## src/rtl/wte_pkg.sv

```systemverilog
package wte_pkg;

    typedef enum logic [2:0] {
        S_IDLE    = 3'd0,
        S_WALK    = 3'd1,
        S_GAP     = 3'd2,
        S_ARMED   = 3'd3,
        S_RUNDOWN = 3'd4,
        S_RUNUP   = 3'd5
    } wte_state_t;

endpackage

```

## src/rtl/wte_period_counter.sv

```systemverilog
module wte_period_counter #(
    parameter int CNT_W = 16
) (
    input  logic             clk,
    input  logic             rst_n,
    input  logic             load,
    input  logic [CNT_W-1:0] load_val,
    output logic             cnt_zero
);

    logic [CNT_W-1:0] cnt;

    always_ff @(posedge clk) begin
        if (!rst_n) begin
            cnt <= '0;
        end else if (load) begin
            cnt <= load_val;
        end else if (cnt != '0) begin
            cnt <= cnt - CNT_W'(1);
        end
    end

    assign cnt_zero = (cnt == '0);

    AST_CNT_NO_WRAP: assert property (@(posedge clk) disable iff (!rst_n)
        (!load && cnt == '0) |=> (cnt == '0));

endmodule

```

## src/rtl/wte_runup_calc.sv

```systemverilog
module wte_runup_calc #(
    parameter int AMP_W   = 12,
    parameter int SCALE_W = 4,
    localparam int PROD_W = AMP_W + SCALE_W
) (
    input  logic               clk,
    input  logic               rst_n,
    input  logic               capture,
    input  logic [AMP_W-1:0]   amp_code,
    input  logic [SCALE_W-1:0] runup_scale,
    output logic [PROD_W-1:0]  prod
);

    always_ff @(posedge clk) begin
        if (!rst_n) begin
            prod <= '0;
        end else if (capture) begin
            prod <= PROD_W'(amp_code) * PROD_W'(runup_scale);
        end
    end

    AST_PROD_HELD: assert property (@(posedge clk) disable iff (!rst_n)
        !capture |=> $stable(prod));

endmodule

```

## src/rtl/wte_ctrl.sv

```systemverilog
module wte_ctrl
    import wte_pkg::*;
#(
    parameter int PROD_W      = 16,
    parameter int CNT_W       = 16,
    parameter int WALK_CYC    = 2,
    parameter int GAP_CYC     = 4,
    parameter int RUNDOWN_CYC = 256
) (
    input  logic              clk,
    input  logic              rst_n,
    input  logic              disc_hit,
    input  logic              hold_valid,
    input  logic              cnt_zero,
    input  logic [PROD_W-1:0] prod,
    output wte_state_t        state,
    output logic              load,
    output logic [CNT_W-1:0]  load_val,
    output logic              capture,
    output logic              wt_line,
    output logic              busy
);

    wte_state_t state_n;

    always_ff @(posedge clk) begin
        if (!rst_n) begin
            state <= S_IDLE;
        end else begin
            state <= state_n;
        end
    end

    always_comb begin
        state_n  = state;
        load     = 1'b0;
        load_val = '0;
        capture  = 1'b0;
        unique case (state)
            S_IDLE: begin
                if (disc_hit) begin
                    state_n  = S_WALK;
                    load     = 1'b1;
                    load_val = CNT_W'(WALK_CYC - 1);
                end
            end
            S_WALK: begin
                if (cnt_zero) begin
                    state_n  = S_GAP;
                    load     = 1'b1;
                    load_val = CNT_W'(GAP_CYC - 1);
                end
            end
            S_GAP: begin
                if (cnt_zero) begin
                    state_n = S_ARMED;
                end
            end
            S_ARMED: begin
                if (hold_valid) begin
                    state_n  = S_RUNDOWN;
                    load     = 1'b1;
                    load_val = CNT_W'(RUNDOWN_CYC - 1);
                    capture  = 1'b1;
                end
            end
            S_RUNDOWN: begin
                if (cnt_zero) begin
                    if (prod == '0) begin
                        state_n = S_IDLE;
                    end else begin
                        state_n  = S_RUNUP;
                        load     = 1'b1;
                        load_val = CNT_W'(prod) - CNT_W'(1);
                    end
                end
            end
            S_RUNUP: begin
                if (cnt_zero) begin
                    state_n = S_IDLE;
                end
            end
            default: state_n = S_IDLE;
        endcase
    end

    always_comb begin
        wt_line = 1'b0;
        busy    = 1'b1;
        unique case (state)
            S_IDLE:    busy    = 1'b0;
            S_WALK:    wt_line = 1'b1;
            S_GAP:     wt_line = 1'b0;
            S_ARMED:   wt_line = 1'b0;
            S_RUNDOWN: wt_line = 1'b1;
            S_RUNUP:   wt_line = 1'b1;
            default:   busy    = 1'b0;
        endcase
    end

    AST_HIT_STARTS_WALK: assert property (@(posedge clk) disable iff (!rst_n)
        (state == S_IDLE && disc_hit) |=> (state == S_WALK));
    AST_NO_EARLY_CONVERT: assert property (@(posedge clk) disable iff (!rst_n)
        (state == S_IDLE || state == S_WALK || state == S_GAP) |=> (state != S_RUNDOWN));
    AST_STROBE_STARTS: assert property (@(posedge clk) disable iff (!rst_n)
        (state == S_ARMED && hold_valid) |=> (state == S_RUNDOWN));
    AST_PULSE_NO_REARM: assert property (@(posedge clk) disable iff (!rst_n)
        (state == S_RUNDOWN || state == S_RUNUP) |=> (state != S_WALK && state != S_ARMED));

endmodule

```

## src/rtl/walk_time_encoder.sv

```systemverilog
module walk_time_encoder
    import wte_pkg::*;
#(
    parameter int AMP_W       = 12,
    parameter int SCALE_W     = 4,
    parameter int WALK_CYC    = 2,
    parameter int GAP_CYC     = 4,
    parameter int RUNDOWN_CYC = 256
) (
    input  logic               clk,
    input  logic               rst_n,
    input  logic               disc_hit,
    input  logic               hold_valid,
    input  logic [AMP_W-1:0]   amp_code,
    input  logic [SCALE_W-1:0] runup_scale,
    output logic               wt_line,
    output logic               busy
);

    localparam int PROD_W = AMP_W + SCALE_W;
    localparam int RD_W   = $clog2(RUNDOWN_CYC) + 1;
    localparam int CNT_W  = (PROD_W > RD_W) ? PROD_W : RD_W;

    wte_state_t        state;
    logic              load;
    logic [CNT_W-1:0]  load_val;
    logic              capture;
    logic              cnt_zero;
    logic [PROD_W-1:0] prod;

    wte_ctrl #(
        .PROD_W      (PROD_W),
        .CNT_W       (CNT_W),
        .WALK_CYC    (WALK_CYC),
        .GAP_CYC     (GAP_CYC),
        .RUNDOWN_CYC (RUNDOWN_CYC)
    ) u_ctrl (
        .clk        (clk),
        .rst_n      (rst_n),
        .disc_hit   (disc_hit),
        .hold_valid (hold_valid),
        .cnt_zero   (cnt_zero),
        .prod       (prod),
        .state      (state),
        .load       (load),
        .load_val   (load_val),
        .capture    (capture),
        .wt_line    (wt_line),
        .busy       (busy)
    );

    wte_period_counter #(
        .CNT_W (CNT_W)
    ) u_count (
        .clk      (clk),
        .rst_n    (rst_n),
        .load     (load),
        .load_val (load_val),
        .cnt_zero (cnt_zero)
    );

    wte_runup_calc #(
        .AMP_W   (AMP_W),
        .SCALE_W (SCALE_W)
    ) u_runup (
        .clk         (clk),
        .rst_n       (rst_n),
        .capture     (capture),
        .amp_code    (amp_code),
        .runup_scale (runup_scale),
        .prod        (prod)
    );

    AST_LINE_IMPLIES_BUSY: assert property (@(posedge clk) disable iff (!rst_n)
        wt_line |-> busy);
    AST_IDLE_AFTER_RUNUP: assert property (@(posedge clk) disable iff (!rst_n)
        (state == S_RUNUP && cnt_zero) |=> (!busy && !wt_line));

endmodule

```

## config.mk

```make
export PLATFORM = sky130hd
export DESIGN_NAME = walk_time_encoder
export DESIGN_NICKNAME = d
export VERILOG_FILES = /design/src/rtl/wte_pkg.sv /design/src/rtl/wte_period_counter.sv /design/src/rtl/wte_runup_calc.sv /design/src/rtl/wte_ctrl.sv /design/src/rtl/walk_time_encoder.sv
export SDC_FILE = /design/constraint.sdc
export NUM_CORES = 1
export LEC_CHECK = 0
export ABC_CLOCK_PERIOD_IN_PS = 4950
export BUFFER_PORTS_ARGS = -buffer_cell sky130_fd_sc_hd__buf_4
export CAP_MARGIN = 20
export CELL_PAD_IN_SITES_DETAIL_PLACEMENT = 1
export CELL_PAD_IN_SITES_GLOBAL_PLACEMENT = 1
export CORE_MARGIN = 4
export CORE_UTILIZATION = 47
export DETAILED_ROUTE_END_ITERATION = 6
export HOLD_SLACK_MARGIN = 0.02
export PLACE_DENSITY = 0.84
export SYNTH_ARGS = -nofsm -noshare
export SYNTH_HDL_FRONTEND = slang
export SYNTH_SLANG_ARGS = --single-unit
```

## constraint.sdc

```tcl
create_clock -name clk -period 4.95 [get_ports clk]
set_clock_uncertainty 0.1 [all_clocks]
set_input_delay 0.495 -clock clk [delete_from_list [all_inputs] [get_ports clk]]
set_output_delay 0.495 -clock clk [all_outputs]
set_load 0.02 [all_outputs]
```

==> impl_results.md <==
* Outcome: complete, no violations
* Share of the synthesized area in the top cell type at 0.207
* Register area share after synthesis at 0.207
* Synth Flop Type: dfxtp_1
* Max Freq at 0.263 GHz
* Total gr overflow at 0
* Worst-Skew Late Latency at 300 ps
* Core region area at 6910 um2
* Fin crit period at 3800 ps
* Final wirelength at 7.90 mm
* CTS max path bufs at 2
* Synth top area cells: dfxtp_1 (21%), fa_1 (12%), ha_1 (8.1%)
* Hold/Removal Path Class: in2reg
* Ys Warns at 0
* Final setup vio count at 0
* Placed cell area at 3590 um2
* Leakage at 1.67 nW
* HPWL after detailed placement at 6.23 mm
* Clk sinks at 35
* Reg clk slew, reported paths at 80 ps
* Worst Path Required at 5080 ps
* Total CTS buffers at 5
* GRT Overall Usage at 0.197
* Total negative slack at 0 ps
* CTS resizes at 0
* Die ar. at 8620 um2
* Worst-margin pin slew at 850 ps
* Buffers on Ports at 21
* Largest net degree at the start of global routing at 39
* Critical Path End Type: register
* Number of setup buffers added after CTS at 0
* Most frequent cell after synthesis: nand2_1
* Crit path DAT at 3920 ps
* Post-synthesis cell area at 3380 um2
* Most frequent cells after synthesis: nand2_1 (49), and2_1 (43), dfxtp_1 (35), inv_1 (35), ha_1 (22)
* Avg WL per Cell at 15.0 um
* Fillers at 885
* Global-route wire length before repair at 14.1 mm
* Nets at 492
* Fin. Hold Viols at 0
* Seq cells post-synth at 35
* Ant. Diodes at 0
* MaxCap Viol Count at 0
* Core Rows at 30
* Synth cell types at 55
* Area grow syn2layout at 8.88%
* Via Count at 2,897
* Peak supply drop at 0.121 mV
* Share of layout cells above drive strength 1 at 0.0858
* Post-Place Worst Slack at 812 ps
* Root Driver: clkbuf_8
* DRC Markers at 0
* CP Class: in2reg
* Rel. slew slack at 0.425
* H-tree depth at 2
* Syn Area/Cell at 8.07 um2
* Post-route cell area at 3680 um2
* Initial Util at 0.490
* Starting DRT DRC Count at 102
* Critical-path maximum fanout at 12
* Initial antenna violation count at 0
* DR pass1 iterations at 4
* Final setup margin at 1150 ps
* RSZ-0062 raised after global routing: false
* Vias in the first global route at 3,101
* Post-synth EDFFs at 0
* Max-slew violation count at 0
* RD Place Congestion at 0.840
* IO Count at 22
* Startpoint Class: input pin
* Die H at 92.8 um
* Leading area contributor after synthesis: dfxtp_1
* Post-route ant nets at 0
* Die width at 92.8 um
* Pwr dens at 364 nW/um2
* Synthesized instance count at 419
* Synth async-reset ratio at 0
* Syn nets at 481
* TritonCTS clock tree: yes
* Final period utilization at 0.767
* Hold buffer count at CTS at 0
* DR vias/cell at 5.50
* Tot Pwr at 1.34 mW
## layout make-up
| cell class | instances | area, um2 | share of cell area |
|---|---|---|---|
| Multi-Input combinational cell | 331 | 2470 | 0.671 |
| Sequential cell | 35 | 701 | 0.190 |
| Timing Repair Buffer | 22 | 165 | 0.0448 |
| Inverter | 35 | 131 | 0.0357 |
| Tap cell | 96 | 120 | 0.0326 |
| Clock buffer | 5 | 68.8 | 0.0187 |
| Clock inverter | 3 | 25.0 | 0.00679 |
## layout by cell type (no fill, tap or decap), types with 4 or more instances in the layout
cell,Yosys,routed
buf_4,1,22
xor2_1,13,13
nor4_1,7,7
or4_1,4,4
clkbuf_8,0,5
o211ai_1,5,5
a21boi_0,7,7
o21a_1,4,4
inv_1,35,35
o21ai_0,13,13
nor3_1,10,10
dfxtp_1,35,35
nand3_1,8,8
nand2_1,49,49
xnor2_1,18,18
a21oi_1,14,14
o22ai_1,8,8
nor2_1,21,21
fa_1,20,20
nand2b_1,6,6
ha_1,22,22
and2_1,43,43
## cells by family (layout without fill, tap and decap cells)
| group | Yosys count | after routing | share of synthesized area |
|---|---|---|---|
| AND/OR/NAND/NOR | 175 | 175 | 0.279 |
| AO/OA/AOI/OAI | 82 | 82 | 0.168 |
| buffers and inverters | 53 | 65 | 0.0621 |
| adder cells (fa/ha/maj) | 42 | 42 | 0.200 |
| flip-flops | 35 | 35 | 0.207 |
| XOR/XNOR | 31 | 31 | 0.0803 |
| multiplexers | 1 | 1 | 0.00333 |
## power by group
part | leakage, nW | internal (mW) | switching (mW)
sequential | 0.284 | 0.325 | 0.0505
clock | 0.0443 | 0.101 | 0.119
combinational | 1.34 | 0.336 | 0.411
## layer usage
layer | share of wire | wire [um] | global-route usage | vias to the layer above
met5 | 0 | 0 | 0 | -
met4 | 0.011 | 90 | 0.0525 | 0
met3 | 0.017 | 137 | 0.0179 | 7
met2 | 0.52 | 4130 | 0.368 | 25
met1 | 0.45 | 3540 | 0.240 | 1411
li1 | - | - | - | 1454
## final timing paths
kind | from | to | slack, ps | depth (start not counted)
max | runup_scale[3] | u_runup.prod[14]$_SDFFE_PN0P_ | 1150 | 14
min | amp_code[0] | u_runup.prod[0]$_SDFFE_PN0P_ | 410 | 3
max reg2reg | u_count.cnt[0]$_SDFFE_PN0P_ | u_count.cnt[4]$_SDFFE_PN0P_ | 1890 | 8
min reg2reg | u_runup.prod[15]$_SDFFE_PN0P_ | u_runup.prod[15]$_SDFFE_PN0P_ | 410 | 2
## per-stage QoR
| step | utilization | instances | hold slack (ps) |
|---|---|---|---|
| after floorplan | - | 419 | 362 |
| after global placement | 0.520 | 519 | 379 |
| after detailed placement | 0.520 | 519 | 410 |
| after CTS | 0.533 | 527 | 396 |
| after global routing | 0.533 | 527 | 432 |
| final | 0.533 | 527 | 406 |
## registers in the layout, indices dropped and copies added, names as in the netlist
register	flops
u_runup.prod	16
u_count.cnt	16
u_ctrl.state	3
## critical path, cell delays in order
cell and delay, ps:
buf_4 150, and2_1 180, fa_1 530, inv_1 50, fa_1 520, inv_1 40
ha_1 340, nor2b_1 160, o2111ai_1 240, nand3_1 150, a31o_2 270, a2111oi_0 470
o21ai_0 140, a31oi_1 190
Power figures use the tool's default switching activity.
